### src/rtl/seeprom_pkg.sv
package seeprom_pkg;

    typedef enum logic [2:0] {
        ST_DEV,
        ST_CMD,
        ST_AHI,
        ST_ALO,
        ST_WDATA,
        ST_SRDATA,
        ST_READ,
        ST_DROP
    } seeprom_st_e;

    localparam logic [7:0] DEV_ADDR = 8'hA0;
    localparam logic [7:0] OP_READ  = 8'h03;
    localparam logic [7:0] OP_WRITE = 8'h6C;
    localparam logic [7:0] OP_WREN  = 8'h96;
    localparam logic [7:0] OP_WRDI  = 8'h91;
    localparam logic [7:0] OP_RDSR  = 8'h05;
    localparam logic [7:0] OP_WRSR  = 8'h6E;

    localparam int PAGE_BYTES = 16;

endpackage

### src/rtl/seeprom_prot.sv
module seeprom_prot #(
    parameter int AW = 8
) (
    input  logic [1:0]    level,
    input  logic [AW-1:0] addr,
    output logic          locked
);
    logic [1:0] quarter;
    assign quarter = addr[AW-1:AW-2];

    always_comb begin
        unique case (level)
            2'd0:    locked = 1'b0;
            2'd1:    locked = (quarter == 2'd3);
            2'd2:    locked = quarter[1];
            default: locked = 1'b1;
        endcase
    end
endmodule

### src/rtl/seeprom_page_buf.sv
module seeprom_page_buf #(
    parameter int PAGE = 16,
    localparam int OW = $clog2(PAGE)
) (
    input  logic          clk,
    input  logic          rst_n,
    input  logic          clear,
    input  logic          wr_en,
    input  logic [OW-1:0] wr_idx,
    input  logic [7:0]    wr_data,
    input  logic [OW-1:0] rd_idx,
    output logic [7:0]    rd_data,
    output logic          rd_valid
);
    logic [7:0]      data_d [PAGE];
    logic [7:0]      data_q [PAGE];
    logic [PAGE-1:0] valid_d, valid_q;

    always_comb begin
        valid_d = clear ? '0 : valid_q;
        for (int i = 0; i < PAGE; i++) begin
            data_d[i] = data_q[i];
        end
        if (wr_en) begin
            data_d[wr_idx]  = wr_data;
            valid_d[wr_idx] = 1'b1;
        end
    end

    always_ff @(posedge clk or negedge rst_n) begin
        if (!rst_n) begin
            valid_q <= '0;
            for (int i = 0; i < PAGE; i++) data_q[i] <= '0;
        end else begin
            valid_q <= valid_d;
            for (int i = 0; i < PAGE; i++) data_q[i] <= data_d[i];
        end
    end

    assign rd_data  = data_q[rd_idx];
    assign rd_valid = valid_q[rd_idx];
endmodule

### src/rtl/seeprom_array.sv
module seeprom_array #(
    parameter int BYTES = 256,
    localparam int AW = $clog2(BYTES)
) (
    input  logic          clk,
    input  logic          rst_n,
    input  logic          we,
    input  logic [AW-1:0] waddr,
    input  logic [7:0]    wdata,
    input  logic [AW-1:0] raddr,
    output logic [7:0]    rdata
);
    logic [7:0] cells_q [BYTES];

    // Erased state is all ones
    always_ff @(posedge clk or negedge rst_n) begin
        if (!rst_n) begin
            for (int i = 0; i < BYTES; i++) cells_q[i] <= 8'hFF;
        end else if (we) begin
            cells_q[waddr] <= wdata;
        end
    end

    assign rdata = cells_q[raddr];
endmodule

### src/rtl/seeprom_cmd_engine.sv
module seeprom_cmd_engine
    import seeprom_pkg::*;
#(
    parameter int MEM_BYTES    = 256,     // power of two, at least 64, below 65536
    parameter int WRITE_CYCLES = 250000   // 5 ms at 50 MHz; must be >= PAGE_BYTES
) (
    input  logic       clk,
    input  logic       rst_n,
    input  logic       rx_valid,
    input  logic [7:0] rx_data,
    input  logic       rx_last,
    output logic       ack_valid,
    output logic       ack_ok,
    input  logic       rd_req,
    input  logic       rd_last,
    output logic       rd_valid,
    output logic [7:0] rd_data
);
    localparam int AW = $clog2(MEM_BYTES);
    localparam int OW = $clog2(PAGE_BYTES);
    localparam int TW = $clog2(WRITE_CYCLES + 1);

    typedef struct packed {
        seeprom_st_e   st;
        logic [7:0]    op;
        logic [7:0]    addr_hi;
        logic [AW-1:0] ptr;
        logic [OW-1:0] col;
        logic          wel;
        logic          busy;
        logic          is_sr;
        logic [1:0]    bp;
        logic [1:0]    bp_new;
        logic [TW-1:0] elapsed;
        logic          ack_v;
        logic          ack_ok;
        logic          rd_v;
        logic [7:0]    rd_d;
    } eng_t;

    eng_t q, d;

    logic          buf_clear, buf_we;
    logic [OW-1:0] buf_widx;
    logic [7:0]    buf_rdata;
    logic          buf_rvalid;
    logic          mem_we;
    logic [AW-1:0] mem_waddr;
    logic [7:0]    mem_rdata;
    logic          page_locked;
    logic [7:0]    status;
    logic [15:0]   full_addr;
    logic          unused_addr_hi;

    logic          wip_w, wel_w, at_cmd_w;
    logic [1:0]    bp_w;

    assign status         = {4'b0, q.bp, q.wel, q.busy};
    assign full_addr      = {q.addr_hi, rx_data};
    assign unused_addr_hi = ^full_addr[15:AW];

    seeprom_prot #(.AW(AW)) prot_i (
        .level  (q.bp),
        .addr   (q.ptr),
        .locked (page_locked)
    );

    seeprom_page_buf #(.PAGE(PAGE_BYTES)) pbuf_i (
        .clk      (clk),
        .rst_n    (rst_n),
        .clear    (buf_clear),
        .wr_en    (buf_we),
        .wr_idx   (buf_widx),
        .wr_data  (rx_data),
        .rd_idx   (q.elapsed[OW-1:0]),
        .rd_data  (buf_rdata),
        .rd_valid (buf_rvalid)
    );

    seeprom_array #(.BYTES(MEM_BYTES)) mem_i (
        .clk   (clk),
        .rst_n (rst_n),
        .we    (mem_we),
        .waddr (mem_waddr),
        .wdata (buf_rdata),
        .raddr (q.ptr),
        .rdata (mem_rdata)
    );

    always_comb begin
        d         = q;
        d.ack_v   = 1'b0;
        d.rd_v    = 1'b0;
        buf_clear = 1'b0;
        buf_we    = 1'b0;
        buf_widx  = q.col;
        mem_we    = 1'b0;
        mem_waddr = {q.ptr[AW-1:OW], q.elapsed[OW-1:0]};

        // Write cycle: commit buffered bytes first, then wait out the timer
        if (q.busy) begin
            d.elapsed = q.elapsed + 1'b1;
            if (!q.is_sr && q.elapsed < TW'(PAGE_BYTES) && buf_rvalid) begin
                mem_we = 1'b1;
            end
            if (q.elapsed == TW'(WRITE_CYCLES - 1)) begin
                d.busy = 1'b0;
                d.wel  = 1'b0;
                if (q.is_sr) d.bp = q.bp_new;
            end
        end

        if (rx_valid) begin
            d.ack_v  = 1'b1;
            d.ack_ok = 1'b0;
            unique case (q.st)
                ST_DEV: begin
                    d.ack_ok = (rx_data == DEV_ADDR);
                    d.st     = rx_last ? ST_DEV : ((rx_data == DEV_ADDR) ? ST_CMD : ST_DROP);
                end
                ST_CMD: begin
                    d.op = rx_data;
                    d.st = rx_last ? ST_DEV : ST_DROP;
                    if (!q.busy || rx_data == OP_RDSR) begin
                        unique case (rx_data)
                            OP_WREN: begin
                                d.ack_ok = 1'b1;
                                d.wel    = 1'b1;
                            end
                            OP_WRDI: begin
                                d.ack_ok = 1'b1;
                                d.wel    = 1'b0;
                            end
                            OP_RDSR: begin
                                d.ack_ok = 1'b1;
                                if (!rx_last) d.st = ST_READ;
                            end
                            OP_WRSR: begin
                                d.ack_ok = 1'b1;
                                if (!rx_last) d.st = ST_SRDATA;
                            end
                            OP_READ, OP_WRITE: begin
                                d.ack_ok  = 1'b1;
                                buf_clear = (rx_data == OP_WRITE);
                                if (!rx_last) d.st = ST_AHI;
                            end
                            default: d.ack_ok = 1'b0;
                        endcase
                    end
                end
                ST_AHI: begin
                    d.ack_ok  = 1'b1;
                    d.addr_hi = rx_data;
                    d.st      = rx_last ? ST_DEV : ST_ALO;
                end
                ST_ALO: begin
                    d.ack_ok = 1'b1;
                    d.ptr    = full_addr[AW-1:0];
                    d.col    = rx_data[OW-1:0];
                    if (rx_last)              d.st = ST_DEV;
                    else if (q.op == OP_READ) d.st = ST_READ;
                    else                      d.st = ST_WDATA;
                end
                ST_WDATA: begin
                    d.ack_ok = 1'b1;
                    buf_we   = 1'b1;
                    d.col    = q.col + 1'b1;
                    if (rx_last) begin
                        d.st = ST_DEV;
                        if (q.wel && !page_locked) begin
                            d.busy    = 1'b1;
                            d.is_sr   = 1'b0;
                            d.elapsed = '0;
                        end
                    end
                end
                ST_SRDATA: begin
                    d.ack_ok = rx_last;
                    d.bp_new = rx_data[3:2];
                    d.st     = rx_last ? ST_DEV : ST_DROP;
                    if (rx_last && q.wel) begin
                        d.busy    = 1'b1;
                        d.is_sr   = 1'b1;
                        d.elapsed = '0;
                    end
                end
                default: begin
                    d.st = rx_last ? ST_DEV : ST_DROP;
                end
            endcase
        end else if (rd_req && q.st == ST_READ) begin
            d.rd_v = 1'b1;
            if (q.op == OP_RDSR) begin
                d.rd_d = status;
            end else begin
                d.rd_d = mem_rdata;
                d.ptr  = q.ptr + 1'b1;
            end
            if (rd_last) d.st = ST_DEV;
        end
    end

    always_ff @(posedge clk or negedge rst_n) begin
        if (!rst_n) begin
            q         <= '0;
            q.st      <= ST_DEV;
        end else begin
            q <= d;
        end
    end

    assign ack_valid = q.ack_v;
    assign ack_ok    = q.ack_ok;
    assign rd_valid  = q.rd_v;
    assign rd_data   = q.rd_d;

    assign wip_w    = q.busy;
    assign wel_w    = q.wel;
    assign bp_w     = q.bp;
    assign at_cmd_w = (q.st == ST_CMD);
endmodule

### config.mk
export PLATFORM = sky130hd
export DESIGN_NAME = seeprom_cmd_engine
export DESIGN_NICKNAME = d
export VERILOG_FILES = /design/src/rtl/seeprom_pkg.sv /design/src/rtl/seeprom_prot.sv /design/src/rtl/seeprom_page_buf.sv /design/src/rtl/seeprom_array.sv /design/src/rtl/seeprom_cmd_engine.sv
export SDC_FILE = /design/constraint.sdc
export NUM_CORES = 2
export LEC_CHECK = 0
export ABC_CLOCK_PERIOD_IN_PS = 5400
export BUFFER_PORTS_ARGS = -buffer_cell sky130_fd_sc_hd__clkbuf_2
export CORE_MARGIN = 8
export CORE_UTILIZATION = 69
export CTS_CLUSTER_DIAMETER = 80
export CTS_CLUSTER_SIZE = 30
export DETAILED_ROUTE_END_ITERATION = 6
export GPL_TIMING_DRIVEN = 0
export PLACE_DENSITY_LB_ADDON = 0.08
export SETUP_SLACK_MARGIN = 0.05
export SKIP_LAST_GASP = 1
export SLEW_MARGIN = 40
export SYNTH_ARGS = -nofsm -noshare
export SYNTH_HDL_FRONTEND = slang
export SYNTH_HIERARCHICAL = 1
export SYNTH_SLANG_ARGS = --single-unit
export TNS_END_PERCENT = 10
### constraint.sdc
create_clock -name clk -period 5.4 [get_ports clk]
set_input_delay 0.81 -clock clk [delete_from_list [all_inputs] [get_ports clk]]
set_output_delay 0.81 -clock clk [all_outputs]
set_load 0.01 [all_outputs]
==> metrics <==
async set or reset register ratio after synthesis=100%; LEAKAGE=45.6 nW; pre-CTS setup slack=-0.943 ns; initial drt markers=9568; PD cells=430 nW/um^2; Post-synth top flop=dfstp_2; hold path start=rx_valid; Critical Path AT=6.26 ns; row cnt=143; Flop pwr share=37.1%; Clock Path Buffers=3; Final Max Tran Viols=0; met3 Usage GRT=18.2%; number of flops mapped to enable cells by yosys=0; Netlist cell types=81; vias in the first global route=69014; reg2reg start=mem_waddr[4]; Slew @ Worst Pin=1.03 ns; Net Sw Power=0.0224 W; Final Critical Period=5.58 ns; VDD IR-drop max=411 uV; post-synthesis sequential area ratio=55.7%; first-pass GRT wire length=532 mm; Final Skew=0.0467 ns; cell count after synthesis=6827; global-route track usage on met2=63.3%; FF-to-FF setup slack=-0.18 ns; Remaining DRCs=82; top post-synthesis cells by count=mux2_2 (2166), dfstp_2 (2048), mux4_2 (479), clkbuf_1 (331), nand2_1 (208); Placer Congestion=1.06; Initial Util=69.6%; post-route ant nets=0; # clock sinks=2251; Hold Slack=0.142 ns; worst setup path start=mem_waddr[4]; Routed WL=382 mm; initial antenna violation count=40; Avg WL per Cell=41.6 um; Combinational Power Share=40.5%; RR Endpoint=rd_data[3]; CTS tree=done; Post-Syn Nets=6844; max_cap viols=0; die area=166000 sq um; final worst-path cycle share=103%; HP Class=input port to flop; crit path max fanout=12; status=complete, but fails checks; # nets final=7045; crit path kind=flop to flop; Mean Syn Cell Area=15.5 sq um; Synth warnings=6; Synth top area share=50.9%; DR vias=68990; largest net degree at the start of global routing=78; #FFs+latches synth=2251; RSZ-0062 raised after global routing=yes; CORE AREA=152000 sq um; synthesized area=106000 sq um; Fillers=9363; Layout Utilization=75.7%; IO buf count=23; number of buffers created by CTS=115; normalized max-slew margin=31.1%; leading post-synthesis cells by cell area=dfstp_2 (51%), mux2_2 (23%), mux4_2 (10%), dfrtp_1 (4.8%), mux2i_1 (1.5%); Layout area overhead=8.86%; Setup violations, final=394; dpl hpwl=268 mm; sw frac=45.3%; placed insts=8934; die width=408 um; post-route setup slack=-0.183 ns; Worst-path clk slew=0.11 ns; TritonRoute pass-1 iters=7; Cell Count, Final, Fillers Out=9181; hold path cells=1; fmax=0.179 GHz; Critical Path RT=6.07 ns; H-tree depth=3; gr busiest metal=met2; Total GRT Usage=45.4%; Ports=25; DR vias/cell=7.51; die height=408 um; Int Power=0.0271 W; root cell of the clock tree=clkbuf_16; Fin. Hold Viols=0; hold worst-path end=ack_valid; failing checks=design-rule violations, negative setup slack; R2R cell count=11; clk_lat worst skew=0.83 ns; Crit. End Element=flop; most numerous cell in the Yosys netlist=mux2_2; Worst setup SP type=flop; grt ovf=0; fraction of layout cells with a size suffix above 1=77.1%; M1 GR Usage=57.0%; leading area contributor after synthesis=dfstp_2; hold-fix buffers at CTS=0; Clock power frac=22.4%
[what timing repair did]
action | in CTS | in global routing
endpoints found under the setup margin | 1506 | 1010
pin swaps | 0 | 3
resized for setup | 81 | 40
setup buffers | 0 | 5
[through the flow]
stage	power, W	instance area [sq um]	setup TNS (ns)
after global routing	0.0498	115000	0
after CTS	0.0482	115000	-22.15
final	0.0495	115000	-25.81
after detailed placement	0.0372	110000	-533.26
after floorplan	0.0267	106000	0
after global placement	0.0362	108000	-
[routing by layer]
| layer | up-vias | part of all wire [%] |
|---|---|---|
| li1 | 25895 | - |
| met1 | 36694 | 35 |
| met2 | 4893 | 42 |
| met3 | 1504 | 13 |
| met4 | 4 | 9.7 |
| met5 | - | 0.0084 |
[cells in the final DEF (no fill, tap or decap), types with 13 or more instances in the layout]
cell,n
inv_1,16
inv_12,15
a21oi_1,118
o22ai_1,30
clkbuf_1,240
nand2_1,190
nor3_1,20
nand3_1,42
nor2b_1,27
buf_12,17
clkbuf_2,116
o21ai_0,45
a22o_1,20
mux2_4,16
clkinv_8,23
dfstp_2,2048
buf_4,44
a22oi_1,179
nor2_1,93
mux2i_1,158
o221ai_1,32
nor2_4,83
clkbuf_16,117
nand2_2,19
diode_2,29
nor4_1,17
buf_8,13
dfrtp_1,201
buf_2,81
buf_6,37
buf_16,42
nor2_2,68
nor3_2,13
nand4_1,20
inv_8,19
mux2_2,2166
nand2b_1,23
mux4_2,479
[state kept, by name, indices dropped and copies added, names as in the netlist]
| name | cells |
|---|---|
| ack_ok | 1 |
| ack_valid | 1 |
| bp_w | 2 |
| buf_widx | 4 |
| mem_i/cells_q | 2048 |
| mem_waddr | 8 |
| pbuf_i/data_q | 128 |
| pbuf_i/valid_q | 16 |
| q | 32 |
| rd_data | 8 |
| rd_valid | 1 |
| wel_w | 1 |
| wip_w | 1 |
[worst max-delay path, stage by stage (launching register included)]
cell	delay (ns)
dfrtp_1	0.83
clkbuf_2	0.64
clkbuf_2	0.53
nand2b_1	0.80
clkbuf_2	0.60
a21oi_1	0.19
nor2_1	0.27
o21ai_0	0.40
a21oi_1	0.60
nor3_1	0.25
mux2i_1	0.20
o21ai_0	0.10
[logic make-up (layout without fill, tap and decap cells)]
kind of cell / count (synthesis) / after routing / share of synthesized area [%]
multiplexers: 2827 / 2827 / 35.1
XOR/XNOR: 17 / 17 / 0.141
buffers and inverters: 530 / 825 / 2.62
adder cells (fa/ha/maj): 3 / 3 / 0.0355
other: 0 / 29 / 0
AO/OA/AOI/OAI: 496 / 496 / 3.21
AND/OR/NAND/NOR: 703 / 703 / 3.26
flip-flops: 2251 / 2251 / 55.7
[power by group through the flow]
stage	clock (W)	sequential, W	combinational [W]
after CTS	0.0112	0.0183	0.0187
after global placement	0	0.0184	0.0178
after floorplan	0	0.0184	0.00837
after detailed placement	0	0.0186	0.0186
after global routing	0.0117	0.0184	0.0196
final	0.0111	0.0184	0.0200
[final cells by class]
class | count | area [sq um] | area share (%)
Multi-Input combinational cell | 4046 | 44900 | 39.0
Tap cell | 2030 | 2540 | 2.21
Antenna cell | 29 | 72.6 | 0.0630
Clock inverter | 86 | 1310 | 1.14
Clock buffer | 125 | 2970 | 2.58
Buffer | 511 | 2890 | 2.51
Timing Repair Buffer | 84 | 1500 | 1.31
Inverter | 19 | 71.3 | 0.0619
Sequential cell | 2251 | 58900 | 51.1
[worst max path at each step]
stage	to	slack, ns	cells after the start
floorplan	mem_i/cells_q[1408]	2.00	15
global placement	rd_data[4]	-47.98	1
detailed placement	mem_i/cells_q[1443]	-0.94	15
CTS	mem_i/cells_q[837]	-0.17	15
global route	mem_i/cells_q[1189]	0.002	15
finish	rd_data[3]	-0.18	11
No activity file was read; power rests on OpenSTA's default activity.
